`config.mk`:
```
export PLATFORM = sky130hd
export DESIGN_NAME = chirp_sequencer
export DESIGN_NICKNAME = d
export VERILOG_FILES = /design/src/rtl/chirp_seq_pkg.sv /design/src/rtl/chirp_seq_slot_timer.sv /design/src/rtl/chirp_seq_wave_rotor.sv /design/src/rtl/chirp_seq_idle_watchdog.sv /design/src/rtl/chirp_sequencer.sv
export SDC_FILE = /design/constraint.sdc
export NUM_CORES = 1
export LEC_CHECK = 0
export CORE_UTILIZATION = 60
export DETAILED_ROUTE_END_ITERATION = 7
export PLACE_DENSITY = 0.84
export SYNTH_ARGS = -nofsm -noshare
export SYNTH_HDL_FRONTEND = slang
export SYNTH_SLANG_ARGS = --single-unit
export TNS_END_PERCENT = 100
```
`constraint.sdc`:
```
create_clock -name clk -period 7.25 [get_ports clk]
set_input_delay 1.45 -clock clk [delete_from_list [all_inputs] [get_ports clk]]
set_output_delay 1.45 -clock clk [all_outputs]
set_load 0.03 [all_outputs]
```
`src/rtl/chirp_seq_pkg.sv`:
```
package chirp_seq_pkg;

    localparam logic [1:0] WAVE_SHORT  = 2'b00;
    localparam logic [1:0] WAVE_MEDIUM = 2'b01;
    localparam logic [1:0] WAVE_LONG   = 2'b10;

    localparam logic [1:0] MODE_PASS  = 2'b00;
    localparam logic [1:0] MODE_SCAN  = 2'b01;
    localparam logic [1:0] MODE_DEBUG = 2'b10;
    localparam logic [1:0] MODE_TRACK = 2'b11;

    typedef enum logic [2:0] {
        ST_PASS,
        ST_SCAN,
        ST_DBG_FIRE,
        ST_DBG_HOLD,
        ST_DWELL,
        ST_FALLBACK
    } seq_state_e;

    // rotation successor: short -> medium -> long -> short
    function automatic logic [1:0] wave_succ(input logic [1:0] w);
        case (w)
            WAVE_SHORT:  wave_succ = WAVE_MEDIUM;
            WAVE_MEDIUM: wave_succ = WAVE_LONG;
            default:     wave_succ = WAVE_SHORT;
        endcase
    endfunction

endpackage

```
`src/rtl/chirp_seq_slot_timer.sv`:
```
module chirp_seq_slot_timer #(
    parameter int PRI_CYCLES     = 1000,
    parameter int CHIRPS_PER_SUB = 16
) (
    input  logic clk,
    input  logic rst_n,
    input  logic clr,
    input  logic run,
    output logic slot_start,
    output logic slot_last,
    output logic chirp_first,
    output logic frame_end
);
    localparam int SLOT_W = $clog2(PRI_CYCLES);
    localparam int IDX_W  = (CHIRPS_PER_SUB > 1) ? $clog2(CHIRPS_PER_SUB) : 1;
    localparam logic [SLOT_W-1:0] SLOT_LAST_V = SLOT_W'(PRI_CYCLES - 1);
    localparam logic [IDX_W-1:0]  IDX_LAST_V  = IDX_W'(CHIRPS_PER_SUB - 1);

    logic [SLOT_W-1:0] slot_cnt;
    logic [IDX_W-1:0]  chirp_idx;

    always_ff @(posedge clk) begin
        if (!rst_n || clr) begin
            slot_cnt  <= '0;
            chirp_idx <= '0;
        end else if (run) begin
            if (slot_cnt == SLOT_LAST_V) begin
                slot_cnt  <= '0;
                chirp_idx <= (chirp_idx == IDX_LAST_V) ? '0 : chirp_idx + 1'b1;
            end else begin
                slot_cnt <= slot_cnt + 1'b1;
            end
        end
    end

    assign slot_start  = (slot_cnt == '0);
    assign slot_last   = (slot_cnt == SLOT_LAST_V);
    assign chirp_first = (chirp_idx == '0);
    assign frame_end   = slot_last && (chirp_idx == IDX_LAST_V);

    // slot counter never leaves its interval
    a_r2_slot_bound: assert property (@(posedge clk) disable iff (!rst_n)
        (slot_cnt <= SLOT_LAST_V) && (chirp_idx <= IDX_LAST_V));

endmodule

```
`src/rtl/chirp_seq_wave_rotor.sv`:
```
module chirp_seq_wave_rotor
    import chirp_seq_pkg::*;
(
    input  logic [1:0] from_wave,
    input  logic [2:0] wave_mask,
    output logic [1:0] next_wave
);
    always_comb begin
        logic [1:0] cand;
        logic       found;
        next_wave = from_wave;
        cand      = from_wave;
        found     = 1'b0;
        for (int k = 0; k < 3; k++) begin
            cand = wave_succ(cand);
            if (!found && wave_mask[cand]) begin
                next_wave = cand;
                found     = 1'b1;
            end
        end
    end
endmodule

```
`src/rtl/chirp_seq_idle_watchdog.sv`:
```
module chirp_seq_idle_watchdog #(
    parameter int IDLE_FRAMES = 5
) (
    input  logic clk,
    input  logic rst_n,
    input  logic clr,
    input  logic frame_end,
    input  logic hit,
    output logic expire
);
    localparam int CNT_W = $clog2(IDLE_FRAMES + 1);
    localparam logic [CNT_W-1:0] LIMIT_V = CNT_W'(IDLE_FRAMES - 1);

    logic [CNT_W-1:0] idle_cnt;
    logic             seen;

    always_ff @(posedge clk) begin
        if (!rst_n || clr) begin
            idle_cnt <= '0;
            seen     <= 1'b0;
        end else if (frame_end) begin
            seen <= 1'b0;
            if (seen || hit || idle_cnt == LIMIT_V)
                idle_cnt <= '0;
            else
                idle_cnt <= idle_cnt + 1'b1;
        end else if (hit) begin
            seen     <= 1'b1;
            idle_cnt <= '0;
        end
    end

    assign expire = !clr && frame_end && !seen && !hit && (idle_cnt == LIMIT_V);

    // idle count stays below the limit
    a_r8_cnt_bound: assert property (@(posedge clk) disable iff (!rst_n)
        idle_cnt <= LIMIT_V);

    // activity earlier in the frame blocks expiry at frame close
    a_r9_seen_blocks: assert property (@(posedge clk) disable iff (!rst_n)
        (hit && !clr && !frame_end) |=> !expire);

endmodule

```
`src/rtl/chirp_sequencer.sv`:
```
module chirp_sequencer
    import chirp_seq_pkg::*;
#(
    parameter int PRI_CYCLES     = 1000,
    parameter int CHIRPS_PER_SUB = 16,
    parameter int IDLE_FRAMES    = 5
) (
    input  logic       clk,
    input  logic       rst_n,
    input  logic [1:0] mode_sel,
    input  logic       ext_req,
    input  logic [2:0] wave_mask,
    input  logic [1:0] fixed_wave,
    input  logic       track_hit,
    output logic [1:0] wave_sel,
    output logic       chirp_pulse
);
    seq_state_e state, state_n;
    logic [1:0] cur_wave, cur_wave_n;
    logic       req_q;
    logic       back_pend, back_pend_n;
    logic       tmr_clr, tmr_run;
    logic       slot_start, slot_last, chirp_first, frame_end;
    logic       wd_clr, wd_expire;
    logic [1:0] rot_next, first_wave;
    logic       any_en, cur_en, mode_switch;
    logic       pulse_d;
    logic [1:0] wave_d;

    function automatic logic [1:0] state_mode(input seq_state_e s);
        case (s)
            ST_PASS:                  state_mode = MODE_PASS;
            ST_SCAN:                  state_mode = MODE_SCAN;
            ST_DBG_FIRE, ST_DBG_HOLD: state_mode = MODE_DEBUG;
            default:                  state_mode = MODE_TRACK;
        endcase
    endfunction

    function automatic seq_state_e entry_state(input logic [1:0] m);
        case (m)
            MODE_PASS:  entry_state = ST_PASS;
            MODE_SCAN:  entry_state = ST_SCAN;
            MODE_DEBUG: entry_state = ST_DBG_FIRE;
            default:    entry_state = ST_DWELL;
        endcase
    endfunction

    assign any_en      = |wave_mask;
    assign cur_en      = wave_mask[cur_wave];
    assign mode_switch = (mode_sel != state_mode(state));
    assign wd_clr      = (state != ST_DWELL) || mode_switch;

    chirp_seq_slot_timer #(
        .PRI_CYCLES     (PRI_CYCLES),
        .CHIRPS_PER_SUB (CHIRPS_PER_SUB)
    ) u_timer (
        .clk         (clk),
        .rst_n       (rst_n),
        .clr         (tmr_clr),
        .run         (tmr_run),
        .slot_start  (slot_start),
        .slot_last   (slot_last),
        .chirp_first (chirp_first),
        .frame_end   (frame_end)
    );

    chirp_seq_wave_rotor u_rot_next (
        .from_wave (cur_wave),
        .wave_mask (wave_mask),
        .next_wave (rot_next)
    );

    // starting from LONG, the successor search lands on the first enabled code
    chirp_seq_wave_rotor u_rot_first (
        .from_wave (WAVE_LONG),
        .wave_mask (wave_mask),
        .next_wave (first_wave)
    );

    chirp_seq_idle_watchdog #(
        .IDLE_FRAMES (IDLE_FRAMES)
    ) u_wdog (
        .clk       (clk),
        .rst_n     (rst_n),
        .clr       (wd_clr),
        .frame_end (frame_end),
        .hit       (track_hit),
        .expire    (wd_expire)
    );

    // next-state logic
    always_comb begin
        state_n     = state;
        cur_wave_n  = cur_wave;
        back_pend_n = back_pend;
        tmr_clr     = 1'b0;
        tmr_run     = 1'b1;
        if (mode_switch) begin
            state_n     = entry_state(mode_sel);
            tmr_clr     = 1'b1;
            back_pend_n = 1'b0;
            cur_wave_n  = first_wave;
        end else begin
            unique case (state)
                ST_PASS, ST_DBG_HOLD: begin
                    tmr_clr = 1'b1;
                end
                ST_DBG_FIRE: begin
                    state_n = ST_DBG_HOLD;
                    tmr_clr = 1'b1;
                end
                ST_SCAN, ST_FALLBACK: begin
                    if (slot_start && chirp_first && any_en && !cur_en) begin
                        cur_wave_n = rot_next;   // skip costs no slot
                        tmr_run    = 1'b0;
                    end else if (frame_end) begin
                        cur_wave_n = rot_next;
                    end
                    if (state == ST_FALLBACK) begin
                        if (track_hit)
                            back_pend_n = 1'b1;
                        if (slot_last && (back_pend || track_hit)) begin
                            state_n     = ST_DWELL;
                            tmr_clr     = 1'b1;
                            back_pend_n = 1'b0;
                        end
                    end
                end
                ST_DWELL: begin
                    if (wd_expire) begin
                        state_n    = ST_FALLBACK;
                        tmr_clr    = 1'b1;
                        cur_wave_n = first_wave;
                    end
                end
                default: begin
                    state_n = ST_PASS;
                end
            endcase
        end
    end

    // state register
    always_ff @(posedge clk) begin
        if (!rst_n) begin
            state     <= ST_PASS;
            cur_wave  <= WAVE_SHORT;
            req_q     <= 1'b0;
            back_pend <= 1'b0;
        end else begin
            state     <= state_n;
            cur_wave  <= cur_wave_n;
            req_q     <= ext_req;
            back_pend <= back_pend_n;
        end
    end

    // output decode
    always_comb begin
        pulse_d = 1'b0;
        wave_d  = fixed_wave;
        unique case (state)
            ST_PASS:     pulse_d = ext_req && !req_q;
            ST_DBG_FIRE: pulse_d = 1'b1;
            ST_DBG_HOLD: pulse_d = 1'b0;
            ST_SCAN, ST_FALLBACK: begin
                pulse_d = slot_start && cur_en;
                wave_d  = cur_wave;
            end
            ST_DWELL:    pulse_d = slot_start;
            default:     pulse_d = 1'b0;
        endcase
    end

    // output register
    always_ff @(posedge clk) begin
        if (!rst_n) begin
            chirp_pulse <= 1'b0;
            wave_sel    <= WAVE_SHORT;
        end else begin
            chirp_pulse <= pulse_d;
            wave_sel    <= wave_d;
        end
    end

    // strobe lasts one cycle unless a mode change starts a new chirp
    a_r2_single_cycle: assert property (@(posedge clk) disable iff (!rst_n)
        (pulse_d && !mode_switch) |=> !pulse_d);

    // pass-through chirps only while the request is high
    a_r3_pass_needs_req: assert property (@(posedge clk) disable iff (!rst_n)
        (state == ST_PASS && pulse_d) |-> ext_req);

    // scan waveform changes only together with a chirp start
    a_r4_wave_with_pulse: assert property (@(posedge clk) disable iff (!rst_n)
        (state == ST_SCAN && $past(state) == ST_SCAN
         && $past(wave_mask) == wave_mask && wave_d != $past(wave_d)) |-> pulse_d);

    // empty mask silences scanning
    a_r5_empty_mask: assert property (@(posedge clk) disable iff (!rst_n)
        ((state == ST_SCAN || state == ST_FALLBACK) && !any_en) |-> !pulse_d);

    // nothing after the single debug chirp
    a_r6_debug_silent: assert property (@(posedge clk) disable iff (!rst_n)
        (state == ST_DBG_HOLD) |-> !pulse_d);

    // fallback entered only through watchdog expiry
    a_r8_fallback_cause: assert property (@(posedge clk) disable iff (!rst_n)
        (state == ST_FALLBACK && $past(state) == ST_DWELL) |-> $past(wd_expire));

    // return to dwell starts on a fresh slot
    a_r10_return_slot: assert property (@(posedge clk) disable iff (!rst_n)
        (state == ST_DWELL && $past(state) == ST_FALLBACK) |-> slot_start);

endmodule

```
# Yosys cells after proc, flatten, opt, wreduce, memory -nomap -nowiden
# Cells that the tools add are included.
# word_totals
ff_bits,28
latch_bits,0
mem_bits_rw,0
romBits,0
in_bits,11
output_inout_bits,3
elab_cells,140
mem_count,0
# classes
n_addsub,3
multipliers,0
div_mod_pow,0
order_cmp,4
n_eq_ne,20
shift,0
mux,50
bitwise,1
n_reduce_logical,52
# op_table
op,n
$mux 2,11
$mux 3,7
$mux 1,17
$pmux 2 s2,4
$logic_and 1x1->1,15
$lt 2x3->1 const B,4
$pmux 3 s4,1
$add 10x1->10 const B,1
$eq 10x10->1 const B,1
$logic_not 1->1,10
$logic_not 10->1,1
$mux 10,1
$reduce_or 2->1,5
$eq 3x3->1 const B,3
$ne 3x3->1 const B,3
$pmux 3 s3,1
$bmux 1 s2,4
$eq 2x1->1 const B,4
$logic_not 2->1,4
$eq 3x2->1 const B,2
$logic_or 1x1->1,6
$pmux 2 s3,1
$reduce_and 3->1,2
$reduce_or 3->1,2
19 further kinds,20

# Longest topological paths before layout
# Gate-level depths: netlist of run 1.
# depth
depth_word,15
ltp_mapped,7
depth_no_buf,7

# By module
# A second synthesis of run 1 with hierarchy kept.
# hier_totals
cells_unflattened,210
hier_area_um2,1736.7
# by_module_without_submodules
mod,n_inst,cells_each,area_per_inst_um2,seq_area_each_um2
chirp_seq_slot_timer,1,90,757.0,280.3
chirp_sequencer,1,78,660.6,200.2
chirp_seq_idle_watchdog,1,26,221.5,80.1
chirp_seq_wave_rotor,2,8,48.8,0.0

# Least setup slack after synthesis of run 1
# Ideal clock, no wire load.
# synth_timing
path_type,input port to flip-flop
from,in mode_sel[1]
to,reg cur_wave[0]
setup_time_ps,72
t_arrival_ps,2827
required_time_ps,7178
slack_ps,4351
stages,6
n_path_buf,1
cell_sequence,clkbuf_1 nor4b_1 o21ai_0 a2111oi_0 o21ai_0 mux2i_1
# synth_via
elab_chain_len,9
elab_cells_between_ends,12
cone_classes,3 x eq/ne; 1 x mux; 8 x reduce/logical
# synth_rtl
item,line,source
from (decl),chirp_sequencer.sv:10,"input logic [1:0] mode_sel,"
$ne 2x2->1 (*),chirp_sequencer.sv:50,assign mode_switch = (mode_sel != state_mode(state));
$logic_or 1x1->1,chirp_sequencer.sv:51,assign wd_clr = (state != ST_DWELL) || mode_switch;
$logic_not 1->1,chirp_seq_idle_watchdog.sv:33,assign expire = !clr && frame_end && !seen && !hit && (idle_cnt == LIMIT_V);
$logic_and 1x1->1 (4 in a row),chirp_seq_idle_watchdog.sv:33,
$ne 3x2->1 (no source line),--,
$reduce_and 3->1 (no source line),--,
to (signal assigned),chirp_sequencer.sv:152,cur_wave <= cur_wave_n;
to (decl),chirp_sequencer.sv:19,"logic [1:0] cur_wave, cur_wave_n;"
# Every way passes the cells marked *; elsewhere a longest branch is shown, timed or not.
# A chain may end at the register's enable or synchronous reset.

# Worst setup path after layout of run 1
# Ends and elaborated chain as after synthesis.

==> results.py, run 1 <==
metrics = {
    "die": {
        "dieArea_um2": 3100,
        "core_area_um2": 2730,
        "die_x_um": 55.6,
        "ios": 14,
        "dieHeight_um": 55.6,
        "rows": 19,
        "start_util_pct": 63.2,
    },
    "pwr": {
        "ir_drop_v": 0.000158,
        "powerDensity_nw_per_um2": 165,
        "p_leak_uw": 0.000683,
    },
    "grt": {
        "grt_max_degree": 19,
        "grt_pass1_vias": 1570,
        "grt_overflow_total": 0,
        "grt_pass1_wl_um": 6570,
        "gr-usage-all-layers_pct": 25.8,
        "antenna_found_initial": 0,
    },
    "finish": {
        "syn_to_final_growth_pct": 10.9,
        "insertedDiodeCount": 0,
        "drive_gt1_share_pct": 5.60,
        "nNetsFinal": 250,
        "fin_area_um2": 1910,
        "nFillCells": 218,
    },
    "synthesis": {
        "synth_compound_area_share_pct": 19.6,
        "synth_xor_area_share_pct": 6.09,
        "synth.top_cells.by_area": "dfxtp_1 (32%), a21oi_1 (5.2%), nor2_1 (5.2%)",
        "ys_seq_area_share_pct": 32.5,
        "synth.top_cells.by_count": "dfxtp_1 (28), nor2_1 (24), nand2_1 (19), a21oi_1 (18)",
        "synthFlopType": "dfxtp_1",
        "synth-adder-area-share_pct": 4.35,
        "yosys_warnings": 0,
        "synth.top_cell.area_share_pct": 32.5,
        "synth_edf_count": 0,
        "yosys.area_share.simple_pct": 31.3,
        "synth_top_cell_by_area": "dfxtp_1",
        "synth_top_family_by_area": "simple AND/OR/NAND/NOR gates",
        "async_flop_share_pct": 0,
        "synth_seq_cells": 28,
        "synth.cell_area_um2": 1730,
        "synth.net_count": 241,
        "synthDistinctLibCells": 49,
        "synth.avg_cell_area_um2": 7.71,
        "synthMostInstantiatedCell": "dfxtp_1",
        "synth_cells": 224,
        "synthMuxAreaShare_pct": 1.16,
    },
    "detailed_routing": {
        "first_pass_iters": 4,
        "vias": 1639,
        "drtAntennaViolNets": 0,
        "drt_iter0_markers": 102,
        "drc_errors": 0,
        "routedWlPerCell_um": 14.1,
        "wirelength_um": 3710,
        "vias_per_cell": 6.23,
    },
    "critical_path": {
        "cp_num_buf_inv": 1,
        "crit_path_top_delay_cell": "clkdlybuf4s50_1",
        "cp_common_cell": "o21ai_0",
        "critPathKind": "primary input to flop",
        "slowest_delay_ns": 0.59,
        "cp_top_family": "compound AO/OA/AOI/OAI gates",
        "crit_chain": "clkdlybuf4s50_1 > nor4b_1 > o21ai_0 > a2111oi_0 > o21ai_0 > mux2i_1",
        "arrival_ns": 3.64,
        "crit_fanout": 12,
        "worstPathRequired_ns": 7.53,
        "worstSetupStartpointType": "primary input",
        "endpoint_kind": "flop",
    },
    "clock_tree": {
        "cts_tree": "yes",
        "clkTransAtPathRegs_ns": 0.16,
        "cts_resized": 0,
        "cts_sinks": 28,
        "clockBufferDepth": 2,
        "cts_max_level": 1,
        "holdBufCountCts": 0,
        "insertion_delay_ns": 0.34,
        "post_cts_buffers": 0,
        "numCtsBuffers": 3,
        "cts-root-buf": "clkbuf_4",
    },
    "place": {
        "hpwl_um": 2730,
        "port_buffers": 13,
        "gp_congestion": 0.872,
        "place_area_um2": 1860,
    },
    "flow_run": {
        "maxCapViolCount": 0,
    },
    "sta": {
        "worst_pin_slew_ns": 0.869,
        "fin_worst_skew_ns": 0.0191,
        "hold_viol": 0,
        "timing.setup.tns_ns": 0,
        "max_freq_ghz": 0.298,
        "report.final.slew_viol_count": 0,
        "rsz0062_at_grt": "false",
        "setup_viol": 0,
        "slew-limit-headroom_pct": 41.5,
        "fin_crit_sh_pct": 46.3,
        "min_period_ns": 3.36,
    },
    "min_path": {
        "hold_path.class": "flop to flop",
    },
    "run_status": {
        "outcome": "finished, final reports clean",
    },
}
-- power breakdown --
part	switching [µW]	internal, µW	total (µW)
Clock	46.4	56.0	102
Sequential	7.50	158	166
Combinational	26.0	22.5	48.6
Total	79.9	237	317
-- sequential cells by signal, indices dropped and copies added (netlist names), 2 cells and up --
name and count:
cur_wave 2, state 3, u_timer.chirp_idx 4, u_timer.slot_cnt 10
u_wdog.idle_cnt 3, wave_sel 2
-- worst reg2reg max path, stage by stage, from the launching register on --
cell and delay (ns):
dfxtp_1 0.43, ha_1 0.23, nand4bb_1 0.21, nor4_1 0.77, o32ai_1 0.30, a211o_1 0.31, o21ai_1 0.11
-- worst paths after layout --
path | startpoint | slack [ns] | cells after the start | to
setup / recovery | mode_sel[1] | 3.89 | 6 | cur_wave[0]
hold / removal | u_timer.chirp_idx[1] | 0.50 | 2 | u_timer.chirp_idx[1]
setup reg to reg | u_timer.slot_cnt[1] | 4.82 | 6 | cur_wave[1]
hold reg to reg | u_timer.chirp_idx[1] | 0.50 | 2 | u_timer.chirp_idx[1]
-- stage by stage --
step / hold WS, ns / setup WS, ns / power, µW / std cells / utilization, %
after floorplan: 0.465 / 4.35 / 200 / 224 / -
after global placement: 0.476 / 3.76 / 215 / 259 / 68.1
after detailed placement: 0.487 / 3.57 / 217 / 259 / 68.1
after CTS: 0.505 / 3.92 / 316 / 263 / 70.0
after global routing: 0.554 / 3.63 / 328 / 263 / 70.0
final: 0.500 / 3.89 / 317 / 263 / 70.0
-- logic make-up (layout without fill, tap and decap cells) --
family | after synthesis | in the layout
AOI/OAI and AO/OA | 51 | 51
xor gates and xnor gates | 12 | 12
adders and majority gates | 6 | 6
buffers and inverters | 23 | 31
DFF | 28 | 28
muxes | 2 | 2
and+or+nand+nor | 102 | 102
-- layer usage --
layer | vias to the layer above | global-route usage [%] | routed length, µm
met2 | 53 | 41.0 | 1740
li1 | 817 | - | -
met1 | 756 | 33.5 | 1680
met4 | 0 | 15.0 | 113
met5 | - | 0 | 0
met3 | 13 | 3.72 | 169
-- cell type report --
class,count,area (µm²),share of cell area (%)
multi-input cells,173,1080,56.4
inverters,14,52.6,2.75
well taps,31,38.8,2.03
clock buffers,3,22.5,1.18
repair buffers,13,130,6.80
flip-flops and latches,28,561,29.3
clock inverters,1,30.0,1.57
-- placed cells by master (no fill, tap or decap), types with 3 or more instances in the layout --
| cell | n |
|---|---|
| a211o_1 | 3 |
| dfxtp_1 | 28 |
| nor3_1 | 14 |
| xnor2_1 | 6 |
| inv_1 | 14 |
| nand2b_1 | 3 |
| clkbuf_4 | 3 |
| nor4_1 | 5 |
| o21ai_0 | 7 |
| o211ai_1 | 3 |
| xor2_1 | 6 |
| nand3_1 | 12 |
| nand2_1 | 19 |
| and3_1 | 4 |
| a21oi_1 | 18 |
| ha_1 | 6 |
| nor2_1 | 24 |
| clkdlybuf4s50_1 | 13 |
Note: power is estimated with default switching activity, not from simulation.
==> run 2: changes to the inputs <==
CORE_UTILIZATION = 57   (was 60)
PLACE_DENSITY = 0.8   (was 0.84)
clock period = 3.1 ns   (was 7.25 ns; I/O delays follow)
==> run 2 against run 1 <==
  * Critical path depth unchanged
  * Power grew 120%
  * First-iteration DRC count down 6.9%
  * Via count is 1.3% higher
  * Design area fell by 0.46%
  * Non-clock buffer count rose by 1
  * Final cell count up 0.38%
  * Largest cell class unchanged
  * Die area up 5.1%
  * Count of clock-buffer cells in the layout rose by 1
  * The flow now finishes with violations (design-rule violations)
  * Clock power is 75% higher
  * Routed wire length up 3.3%
==> results.py, run 2 (synthesized netlist as in run 1, its figures left out) <==
metrics = {
    "run_status": {
        "outcome": "finished with violations",
        "violations": "design-rule violations",
    },
    "clock_tree": {
        "numCtsBuffers": 3,
        "clkTransAtPathRegs_ns": 0.15,
        "cts_tree": "yes",
        "cts-root-buf": "clkbuf_4",
        "cts_sinks": 28,
        "cts_max_level": 1,
        "insertion_delay_ns": 0.33,
        "cts_resized": 0,
        "holdBufCountCts": 0,
        "post_cts_buffers": 0,
        "clockBufferDepth": 2,
    },
    "critical_path": {
        "crit_path_top_delay_cell": "nor4_1",
        "arrival_ns": 2.73,
        "worstRegToRegCells": 6,
        "crit_chain": "ha_1 > nand4bb_1 > nor4_1 > o32ai_1 > a21oi_1 > mux2i_1",
        "regToRegStartpoint": "u_timer.slot_cnt[1]",
        "crit_fanout": 5,
        "startpoint": "u_timer.slot_cnt[1]",
        "regToRegSetupSlack_ns": 0.64,
        "worstPathRequired_ns": 3.38,
        "critPathKind": "flop to flop",
        "r2r_end": "cur_wave[0]",
        "worstSetupEndpoint": "cur_wave[0]",
        "endpoint_kind": "flop",
        "worstSetupStartpointType": "flop",
        "slowest_delay_ns": 0.76,
    },
    "die": {
        "rows": 19,
        "core_area_um2": 2810,
        "die_x_um": 57.0,
        "start_util_pct": 61.6,
        "dieArea_um2": 3250,
        "ios": 14,
        "dieHeight_um": 57.0,
    },
    "finish": {
        "seq_area_um2": 561,
        "syn_to_final_growth_pct": 10.4,
        "fin_area_um2": 1910,
        "largest_register_ffs": 10,
        "top_regs": "u_timer.slot_cnt x10, u_timer.chirp_idx x4",
        "layout_common_cells": "dfxtp_1 (28), nor2_1 (24), nand2_1 (19)",
        "layout.cells.non_filler": 264,
        "multi_input_area_um2": 1080,
        "nFillCells": 252,
        "layout_commonest_cell": "dfxtp_1",
        "nNetsFinal": 251,
        "regMostFlops": "u_timer.slot_cnt",
        "drive_gt1_share_pct": 6.01,
        "final_util_pct": 67.9,
        "insertedDiodeCount": 0,
    },
    "sta": {
        "timing.setup.tns_ns": 0,
        "report.final.slew_viol_count": 0,
        "min_period_ns": 2.46,
        "setup_viol": 0,
        "holdWs_ns": 0.516,
        "fin_crit_sh_pct": 79.2,
        "slew-limit-headroom_pct": 42.4,
        "hold_viol": 0,
        "rsz0062_at_grt": "false",
        "fin_worst_skew_ns": 0.00664,
        "worst_pin_slew_ns": 0.856,
        "max_freq_ghz": 0.407,
    },
    "pwr": {
        "powerDensity_nw_per_um2": 358,
        "ir_drop_v": 0.000234,
        "p_leak_uw": 0.000681,
    },
    "detailed_routing": {
        "vias": 1660,
        "drc_errors": 2,
        "wirelength_um": 3830,
        "routedWlPerCell_um": 14.5,
        "drtAntennaViolNets": 0,
        "drt_iter0_markers": 95,
        "first_pass_iters": 6,
        "vias_per_cell": 6.29,
    },
    "grt": {
        "antenna_found_initial": 0,
        "grt_overflow_total": 0,
        "grt_pass1_wl_um": 6740,
        "grt_pass1_vias": 1641,
        "grt_max_degree": 19,
        "gr-usage-all-layers_pct": 25.6,
    },
    "flow_run": {
        "maxCapViolCount": 0,
    },
    "min_path": {
        "hold_path.class": "flop to flop",
        "hold_depth": 2,
        "hold_start": "u_timer.chirp_idx[1]",
    },
    "place": {
        "gp_congestion": 0.946,
        "dp.cells": 260,
        "port_buffers": 13,
        "hpwl_um": 2850,
        "place_area_um2": 1870,
    },
}
## run 2: cell types whose count changed in the layout (fill, tap and decap cells not counted), sizes merged
cell    previous run  this run
buf                0         1
clkbuf             3         4
bufinv             1         0
## run 2: power by group
part	leakage [µW]	total [µW]	switching [µW]	internal (µW)
Clock	0.0000210	179	107	71.9
Combinational	0.000433	116	62.7	53.6
Sequential	0.000227	387	17.1	370
Total	0.000681	682	186	495
## run 2: area by class of cell
cell class | instances | area share, %
Sequential cell | 28 | 29.4
Inverter | 14 | 2.76
Multi-Input combinational cell | 173 | 56.7
Tap cell | 31 | 2.04
Clock buffer | 4 | 1.90
Timing Repair Buffer | 14 | 7.22
## run 2: worst max-delay path, delay by kind of cell (launching register included)
| family | cells | cell delay [ns] |
|---|---|---|
| AO/OA/AOI/OAI | 2 | 0.56 |
| adder cells (fa/ha/maj) | 1 | 0.25 |
| flip-flops | 1 | 0.43 |
| multiplexers | 1 | 0.19 |
| AND/OR/NAND/NOR | 2 | 0.98 |
## run 2: worst min path at each step
stage                                 to  slack [ns]
global route        u_timer.chirp_idx[1]        0.55
floorplan           u_timer.chirp_idx[1]        0.47
detailed placement  u_timer.chirp_idx[1]        0.50
global placement    u_timer.chirp_idx[1]        0.48
finish              u_timer.chirp_idx[1]        0.52
CTS                 u_timer.chirp_idx[1]        0.52
## run 2: metal layers
| metal | GRT usage, % | routed length (µm) | share of wire [%] |
|---|---|---|---|
| met1 | 30.8 | 1680 | 44 |
| met2 | 45.9 | 1920 | 50 |
| met3 | 3.17 | 181 | 4.7 |
| met4 | 10.8 | 48 | 1.3 |
| met5 | 0 | 0 | 0 |
## run 2: stage by stage
| step | total power (µW) | setup slack, ns |
|---|---|---|
| global placement | 504 | 0.474 |
| CTS | 685 | 0.677 |
| detailed placement | 508 | 0.359 |
| floorplan | 468 | 0.826 |
| finish | 682 | 0.643 |
| global route | 714 | 0.345 |
